**config.mk**
```make
export PLATFORM = sky130hd
export DESIGN_NAME = xline_irq_ctrl
export DESIGN_NICKNAME = d
export VERILOG_FILES = /design/src/rtl/xl_pkg.sv /design/src/rtl/xl_setclr_reg.sv /design/src/rtl/xl_line_detect.sv /design/src/rtl/xline_irq_ctrl.sv
export SDC_FILE = /design/constraint.sdc
export NUM_CORES = 2
export LEC_CHECK = 0
export ABC_AREA = 0
export BUFFER_PORTS_ARGS = -buffer_cell sky130_fd_sc_hd__buf_2
export CAP_MARGIN = 5
export CORE_ASPECT_RATIO = 1.5
export CORE_MARGIN = 8
export CORE_UTILIZATION = 55
export CTS_BUF_LIST = sky130_fd_sc_hd__clkbuf_16
export DETAILED_ROUTE_END_ITERATION = 16
export PLACE_DENSITY = 0.72
export SLEW_MARGIN = 20
export SYNTH_ARGS = -nofsm -noshare
export SYNTH_HDL_FRONTEND = slang
export SYNTH_SLANG_ARGS = --single-unit
```
**constraint.sdc**
```tcl
create_clock -name clk -period 2.9 [get_ports clk]
set_clock_uncertainty 0.05 [all_clocks]
set_input_delay 0.58 -clock clk [delete_from_list [all_inputs] [get_ports clk]]
set_output_delay 0.58 -clock clk [all_outputs]
set_load 0.1 [all_outputs]
```
**src/rtl/xl_pkg.sv**
```systemverilog
package xl_pkg;
  localparam int unsigned BUS_W  = 32;
  localparam int unsigned ADDR_W = 12;
  localparam int unsigned WIDX_W = 4;

  typedef enum logic [3:0] {
    BK_STATUS   = 4'd0,
    BK_ACK      = 4'd1,
    BK_MASK     = 4'd2,
    BK_MASK_SET = 4'd3,
    BK_MASK_CLR = 4'd4,
    BK_SENSE    = 4'd5,
    BK_SENS_SET = 4'd6,
    BK_SENS_CLR = 4'd7,
    BK_SOFT     = 4'd8,
    BK_SOFT_SET = 4'd9,
    BK_SOFT_CLR = 4'd10,
    BK_RSV0     = 4'd11,
    BK_POL      = 4'd12,
    BK_POL_SET  = 4'd13,
    BK_POL_CLR  = 4'd14,
    BK_RSV1     = 4'd15
  } bank_e;
endpackage

```
**src/rtl/xl_setclr_reg.sv**
```systemverilog
module xl_setclr_reg import xl_pkg::*; #(
  parameter int unsigned NWORDS    = 7,
  parameter logic        RESET_BIT = 1'b0
) (
  input  logic                      clk,
  input  logic                      rst_n,
  input  logic                      set_en,
  input  logic                      clr_en,
  input  logic [WIDX_W-1:0]         widx,
  input  logic [BUS_W-1:0]          wdata,
  output logic [NWORDS*BUS_W-1:0]   q
);
  for (genvar w = 0; w < NWORDS; w++) begin : g_word
    always_ff @(posedge clk) begin
      if (!rst_n) begin
        q[w*BUS_W +: BUS_W] <= {BUS_W{RESET_BIT}};
      end else if (widx == WIDX_W'(w)) begin
        if (set_en)      q[w*BUS_W +: BUS_W] <= q[w*BUS_W +: BUS_W] | wdata;
        else if (clr_en) q[w*BUS_W +: BUS_W] <= q[w*BUS_W +: BUS_W] & ~wdata;
      end
    end
  end
endmodule

```
**src/rtl/xl_line_detect.sv**
```systemverilog
module xl_line_detect #(
  parameter int unsigned WIDTH = 224
) (
  input  logic             clk,
  input  logic             rst_n,
  input  logic [WIDTH-1:0] lines,
  input  logic [WIDTH-1:0] sense,
  input  logic [WIDTH-1:0] pol,
  output logic [WIDTH-1:0] hit
);
  logic [WIDTH-1:0] meta_q, sync_q, prev_q;
  logic [WIDTH-1:0] rise, fall, lvl;

  always_ff @(posedge clk) begin
    if (!rst_n) begin
      meta_q <= '0;
      sync_q <= '0;
      prev_q <= '0;
    end else begin
      meta_q <= lines;
      sync_q <= meta_q;
      prev_q <= sync_q;
    end
  end

  always_comb begin
    rise = sync_q & ~prev_q;
    fall = ~sync_q & prev_q;
    lvl  = ~(sync_q ^ pol);
    hit  = (sense & lvl) | (~sense & ((pol & rise) | (~pol & fall)));
  end
endmodule

```
**src/rtl/xline_irq_ctrl.sv**
```systemverilog
module xline_irq_ctrl import xl_pkg::*; #(
  parameter int unsigned NUM_LINES = 224
) (
  input  logic                 clk,
  input  logic                 rst_n,
  input  logic [NUM_LINES-1:0] lines_in,
  input  logic                 bus_wr,
  input  logic                 bus_rd,
  input  logic [ADDR_W-1:0]    bus_addr,
  input  logic [BUS_W-1:0]     bus_wdata,
  output logic [BUS_W-1:0]     bus_rdata,
  output logic                 irq_out
);
  localparam int unsigned NWORDS = (NUM_LINES + BUS_W - 1) / BUS_W;
  localparam int unsigned PADW   = NWORDS * BUS_W;

  logic [PADW-1:0] lines_pad, mask_q, sense_q, pol_q, soft_q, en_q, status_q, hit;
  logic [WIDX_W-1:0] widx, en_idx;
  bank_e bank;
  logic in_banks, word_ok, bank_wr, en_hit;
  logic [BUS_W-1:0] rd_word;

  always_comb begin
    lines_pad = '0;
    lines_pad[NUM_LINES-1:0] = lines_in;
  end

  // address decode
  assign in_banks = (bus_addr[11:10] == 2'b00);
  assign bank     = bank_e'(bus_addr[9:6]);
  assign widx     = bus_addr[5:2];
  assign word_ok  = (widx < WIDX_W'(NWORDS));
  assign bank_wr  = bus_wr && in_banks && word_ok;
  assign en_idx   = {1'b0, bus_addr[4:2]};
  assign en_hit   = (bus_addr[11:5] == 7'b0100000) && (en_idx < WIDX_W'(NWORDS));

  xl_setclr_reg #(.NWORDS(NWORDS), .RESET_BIT(1'b1)) u_mask (
    .clk(clk), .rst_n(rst_n),
    .set_en(bank_wr && bank == BK_MASK_SET), .clr_en(bank_wr && bank == BK_MASK_CLR),
    .widx(widx), .wdata(bus_wdata), .q(mask_q));

  xl_setclr_reg #(.NWORDS(NWORDS), .RESET_BIT(1'b0)) u_sense (
    .clk(clk), .rst_n(rst_n),
    .set_en(bank_wr && bank == BK_SENS_SET), .clr_en(bank_wr && bank == BK_SENS_CLR),
    .widx(widx), .wdata(bus_wdata), .q(sense_q));

  xl_setclr_reg #(.NWORDS(NWORDS), .RESET_BIT(1'b0)) u_pol (
    .clk(clk), .rst_n(rst_n),
    .set_en(bank_wr && bank == BK_POL_SET), .clr_en(bank_wr && bank == BK_POL_CLR),
    .widx(widx), .wdata(bus_wdata), .q(pol_q));

  xl_setclr_reg #(.NWORDS(NWORDS), .RESET_BIT(1'b0)) u_soft (
    .clk(clk), .rst_n(rst_n),
    .set_en(bank_wr && bank == BK_SOFT_SET), .clr_en(bank_wr && bank == BK_SOFT_CLR),
    .widx(widx), .wdata(bus_wdata), .q(soft_q));

  xl_line_detect #(.WIDTH(PADW)) u_detect (
    .clk(clk), .rst_n(rst_n), .lines(lines_pad),
    .sense(sense_q), .pol(pol_q), .hit(hit));

  for (genvar w = 0; w < NWORDS; w++) begin : g_word
    logic [BUS_W-1:0] ack_w;
    assign ack_w = (bank_wr && bank == BK_ACK && widx == WIDX_W'(w)) ? bus_wdata : '0;

    // status: acknowledge wins over a same-cycle event
    always_ff @(posedge clk) begin
      if (!rst_n) status_q[w*BUS_W +: BUS_W] <= '0;
      else status_q[w*BUS_W +: BUS_W] <=
             (status_q[w*BUS_W +: BUS_W] | hit[w*BUS_W +: BUS_W] | soft_q[w*BUS_W +: BUS_W]) & ~ack_w;
    end

    // domain enable: plain read/write word
    always_ff @(posedge clk) begin
      if (!rst_n) en_q[w*BUS_W +: BUS_W] <= '0;
      else if (bus_wr && en_hit && en_idx == WIDX_W'(w)) en_q[w*BUS_W +: BUS_W] <= bus_wdata;
    end
  end

  always_comb begin
    rd_word = '0;
    for (int w = 0; w < NWORDS; w++) begin
      if (in_banks && widx == WIDX_W'(w)) begin
        case (bank)
          BK_STATUS: rd_word = status_q[w*BUS_W +: BUS_W];
          BK_MASK:   rd_word = mask_q[w*BUS_W +: BUS_W];
          BK_SENSE:  rd_word = sense_q[w*BUS_W +: BUS_W];
          BK_SOFT:   rd_word = soft_q[w*BUS_W +: BUS_W];
          BK_POL:    rd_word = pol_q[w*BUS_W +: BUS_W];
          default:   rd_word = '0;
        endcase
      end else if (en_hit && en_idx == WIDX_W'(w)) begin
        rd_word = en_q[w*BUS_W +: BUS_W];
      end
    end
  end

  always_ff @(posedge clk) begin
    if (!rst_n) bus_rdata <= '0;
    else if (bus_rd) bus_rdata <= rd_word;
  end

  assign irq_out = |(status_q[NUM_LINES-1:0] & ~mask_q[NUM_LINES-1:0] & en_q[NUM_LINES-1:0]);
endmodule

```
# Yosys cells after proc, flatten, opt, wreduce, memory -nomap -nowiden
# Cells that the tools add are included.
# word_totals
input_bits	272
register_bits	2048
# op_classes
bitwise_logic	102
mux	84
n_eq_ne	26
reduce_logical	78
n_lt_le_gt_ge	2
# ops
cell	count
32-bit two-way mux	77
224-bit bitwise AND	8
224-bit inverter	6
32-bit bitwise OR	42
32-bit bitwise AND	35
32-bit case mux with 5 select lines	7
224-bit bitwise OR	2
32-bit inverter	8
224-bit OR reduction	1
224-bit bitwise XOR	1
2-bit AND reduction	28
1-bit logical AND	41
4-bit by 3-bit == test with 1-bit output (second input constant)	7
4-bit == test (second input constant)	6
4-bit by 2-bit == test with 1-bit output (second input constant)	4
4-bit zero test	3
3-bit == test (second input constant)	3
4-bit by 1-bit == test with 1-bit output (second input constant)	2
2-bit nonzero test	4
7-bit by 6-bit == test with 1-bit output (second input constant)	1
3-bit by 2-bit == test with 1-bit output (second input constant)	2
4-bit by 3-bit less-than comparator with 1-bit output (second input constant)	1
3-bit by 1-bit == test with 1-bit output (second input constant)	1
3-bit less-than comparator (second input constant)	1
2-bit zero test	1

# Logic depth before layout (Yosys ltp)
# logic_depth
depth_word	17
depth_mapped	11

# Modules after synthesis
# Synthesis repeated with hierarchy kept, for this count alone.
# unflattened
cells_unflattened	10053
area_unflattened_um2	91527.8
# by_module_without_submodules
mod	cells_each	n_inst	seq_area_each_um2	area_per_inst_um2
xl_setclr_reg at u_pol ...	1032	3	4484.3	9865.7
xline_irq_ctrl	3761	1	9609.2	29577.1
xl_line_detect	2314	1	13452.9	23308.6
xl_setclr_reg at u_mask	882	1	4484.3	9044.9

# Worst setup path after synthesis
# OpenSTA, ideal clock, no wires.
# synth_path
path_type	in2reg
start	in bus_addr[5]
end	reg status_q[62]
t_arrival_ps	2332
setup_time_ps	142
path_slack_ps	376
cell_stages	9
required_time_ps	2708
cell_sequence	buf_4 nor4b_4 and2_1 nand3b_1 or3_1 buf_2 nor2_4 buf_4 a221oi_1
# synth_via
elab_chain_cells	7
# synth_lines
element	line	text
start, declared	xline_irq_ctrl.sv:9	input logic [ADDR_W-1:0] bus_addr,
4-bit by 3-bit less-than comparator with 1-bit output	xline_irq_ctrl.sv:32	assign word_ok = (widx < WIDX_W'(NWORDS));
1-bit logical AND	xline_irq_ctrl.sv:33	assign bank_wr = bus_wr && in_banks && word_ok;
1-bit logical AND	xline_irq_ctrl.sv:63	assign ack_w = (bank_wr && bank == BK_ACK && widx == WIDX_W'(w)) ? bus_wdata : '0;
1-bit logical AND (*)	xline_irq_ctrl.sv:63	
32-bit two-way mux (*)	xline_irq_ctrl.sv:63	
32-bit inverter (*)	xline_irq_ctrl.sv:69	(status_q[w*BUS_W +: BUS_W] | hit[w*BUS_W +: BUS_W] | soft_q[w*BUS_W +: BUS_W]) & ~ack_w;
32-bit bitwise AND (*)	xline_irq_ctrl.sv:69	
end signal, assigned by index	xline_irq_ctrl.sv:68	else status_q[w*BUS_W +: BUS_W] <=
end, declared	xline_irq_ctrl.sv:17	logic [PADW-1:0] lines_pad, mask_q, sense_q, pol_q, soft_q, en_q, status_q, hit;
# Every way passes the cells marked *; elsewhere a longest branch is shown, timed or not.
# A chain may end at the register's enable or synchronous reset.

==> results.sh <==
export IMPL_numPlacedInstances=12356
export IMPL_area_delta_synth_final_pct=21.1
export IMPL_die_w_um=341
export IMPL_syn_area_per_cell_um2=8.73
export IMPL_synth_top_family_by_area="simple AND/OR/NAND/NOR gates"
export IMPL_num_rows=179
export IMPL_relSlewSlack_pct=22.8
export IMPL_leakage_nw=42.9
export IMPL_synth_main_ff_cell="dfxtp_1"
export IMPL_min_path_type="input port to register"
export IMPL_p_int_mw=44.2
export IMPL_finalHoldViolCount=0
export IMPL_grt_use_total_pct=42.4
export IMPL_path_cells="nand3b_1 -> o21ai_0 -> nor4_1 -> nand4_1 -> nor3_2 -> nand2_2 -> buf_12"
export IMPL_die_h_um=504
export IMPL_clk_latency_ps=860
export IMPL_cts_max_level=4
export IMPL_hpwl_mm=267
export IMPL_wire_per_inst_um=29.7
export IMPL_first_pass_iters=11
export IMPL_yosysUniqueCellTypes=75
export IMPL_synth_warnings=0
export IMPL_rsz0062_at_grt="true"
export IMPL_syn_inst=9995
export IMPL_seqPwrFrac_pct=49.7
export IMPL_cts_tree="built"
export IMPL_drive_gt1_share_pct=14.3
export IMPL_critPathLaunchType="register"
export IMPL_crit_arrival_ps=3140
export IMPL_placed_area_mm2=0.0970
export IMPL_final_cells=12941
export IMPL_overflow=0
export IMPL_cp_max_fo=3
export IMPL_synth_top_cell_by_area="dfxtp_1"
export IMPL_max_stage_delay_ps=450
export IMPL_synthXorXnorAreaFrac_pct=0.673
export IMPL_outcome="finished, violations left"
export IMPL_ir_drop_uv=684
export IMPL_grt_pass1_wl_mm=549
export IMPL_p_per_area_mw_per_mm2=554
export IMPL_setup_worst_path_class="register to output port"
export IMPL_cts_setup_buffers=0
export IMPL_power_switching_mw=14.3
export IMPL_io_pins=305
export IMPL_syn_area_mm2=0.0872
export IMPL_path_clk_slew_ps=70
export IMPL_drtAntennaViolNets=0
export IMPL_cts_buffers=188
export IMPL_grt_max_degree=199
export IMPL_cp_buffers_inverters=1
export IMPL_globalplace_congestion=1.05
export IMPL_final_util_pct=66.8
export IMPL_period_needed_ps=3770
export IMPL_viasPerCell=6.56
export IMPL_synth_mux_area_share_pct=8.55
export IMPL_clock_sinks=2048
export IMPL_sw_frac_of_total_pct=24.4
export IMPL_power_total_mw=58.5
export IMPL_coreArea_mm2=0.158
export IMPL_clock_path_buffers=3
export IMPL_violations="negative setup slack"
export IMPL_drt_iter0_drc=12409
export IMPL_synth_compound_area_share_pct=17.6
export IMPL_grt_pass1_vias=79591
export IMPL_finalWorstSetupSlack_ps=-875
export IMPL_fin_hold_ws_ps=58.7
export IMPL_cts_root_buffer="clkbuf_16"
export IMPL_yosysSeqAreaShare_pct=47.0
export IMPL_wl_mm=384
export IMPL_endpoint_kind="output port"
export IMPL_netlist_top_cells_area="dfxtp_1, mux2i_1, nand2_1, and2_1, nor2_1"
export IMPL_setup_viol=3
export IMPL_final_area_mm2=0.106
export IMPL_nFillCells=12657
export IMPL_antenna_found_initial=39
export IMPL_fmax_mhz=265
export IMPL_ff_latch_area_mm2=0.0410
export IMPL_cap_viol_max_count=0
export IMPL_slew_viol_final=0
export IMPL_ys_ff_latch=2048
export IMPL_min_period_over_period_pct=130
export IMPL_worstMarginPinSlew_ps=1160
export IMPL_multi_input_area_mm2=0.0426
export IMPL_drc_errors=0
export IMPL_die_area_mm2=0.172
export IMPL_start_util_pct=55.2
export IMPL_slowest_stage="nor4_1"
export IMPL_cp_required_ps=2270
export IMPL_vias=84832
export IMPL_port_buffers=302
export IMPL_p_clk_share_pct=43.9
export IMPL_critPathTopFamily="simple AND/OR/NAND/NOR gates"
export IMPL_syn_num_nets=10267
export IMPL_synth_edf_count=0
export IMPL_synthAdderAreaFrac_pct=0
export IMPL_async_reset_ff_share_pct=0
export IMPL_synth_simple_area_share_pct=21.7
export IMPL_fin_nets=10959
export IMPL_synth_top_area_share_pct=47.0
export IMPL_p_comb_share_pct=6.4
placed cells by master (no fill, tap or decap), types with 33 or more instances in the layout:
cell	synthesis	final
xnor2_1	33	33
a31oi_1	206	206
nand2b_1	196	196
clkinv_1	0	38
o21ai_0	235	223
dfxtp_1	2048	2048
nor2_1	930	906
nor3_1	199	195
a222oi_1	201	201
mux2i_1	742	742
inv_1	8	45
o211ai_1	48	48
and2_1	681	681
buf_12	0	217
a21oi_1	551	550
nand2_1	1651	1648
buf_2	247	297
xor2_1	34	34
nand3b_1	149	149
o2bb2ai_1	41	41
a221oi_1	237	237
buf_4	32	667
a311oi_1	224	224
o22ai_1	54	54
clkbuf_16	0	193
dlygate4sd3_1	0	223
a22oi_1	202	202
nand3_1	89	86
per-layer routing:
layer	share of wire, %	track usage (%)	wire (um)
met5	0.040	0	152
met4	10	33.9	38500
met3	11	9.99	42600
met2	44	65.6	168000
met1	35	50.3	135000
kinds of logic after synthesis:
logic type,count (synthesis)
AO/OA/AOI/OAI,2169
buffers and inverters,914
AND/OR/NAND/NOR,4052
XOR/XNOR,67
flip-flops,2048
multiplexers,745
metrics by stage:
stage | setup TNS, ps | setup slack [ps]
CTS | -741 | -741
global route | -870 | -870
global placement | -75990 | -1080
detailed placement | -101550 | -1080
floorplan | 0 | 376
finish | -1050 | -875
power groups by stage:
stage | registers [mW] | logic [mW] | clock network [mW]
2_1_floorplan | 29.6 | 1.75 | 0
3_3_place_gp | 29.7 | 3.31 | 0
3_5_place_dp | 29.7 | 3.36 | 0
4_1_cts | 29.0 | 3.61 | 25.7
5_1_grt | 29.1 | 3.88 | 26.8
6_report | 29.1 | 3.75 | 25.7
what timing repair did:
action,CTS,global route
cloned,0,0
endpoints found under the hold margin,223,0
resized for setup,29,8
hold buffers,223,0
pin swaps,5,0
endpoints found under the setup margin,2,1
area by class of cell:
type	count	area share, %
flip-flops and latches	2048	38.8
diodes	17	0.0403
repair buffers	1407	12.4
inverters	9	0.0391
multi-input cells	7033	40.3
clock inverters	153	1.31
well taps	2081	2.47
clock buffers	193	4.57
cell usage after synthesis, types with 201 or more instances:
library cell / n
buf_2: 247
clkbuf_1: 572
nor2_1: 930
a221oi_1: 237
a31oi_1: 206
o21ai_0: 235
and2_1: 681
mux2i_1: 742
a21oi_1: 551
dfxtp_1: 2048
a311oi_1: 224
a222oi_1: 201
nand2_1: 1651
a22oi_1: 202
path summary, 6_finish.rpt:
kind,depth (start not counted),slack [ps],to,startpoint
setup / recovery,7,-870,irq_out,register
hold / removal,2,60,u_detect.meta_q[54]$_SDFF_PN0_,lines_in[54]
setup reg to reg,6,440,bus_rdata[27]$_SDFFE_PN0P_,register
hold reg to reg,1,380,u_detect.sync_q[84]$_SDFF_PN0_,u_detect.meta_q[84]$_SDFF_PN0_
worst register-to-register path, stage by stage (launching register included):
cell and delay, ps:
dfxtp_1 370, a22oi_1 190, o221ai_1 160, a211oi_1 760
o221ai_1 350, buf_4 230, a211o_1 250
Note: power is estimated with default switching activity, not from simulation.
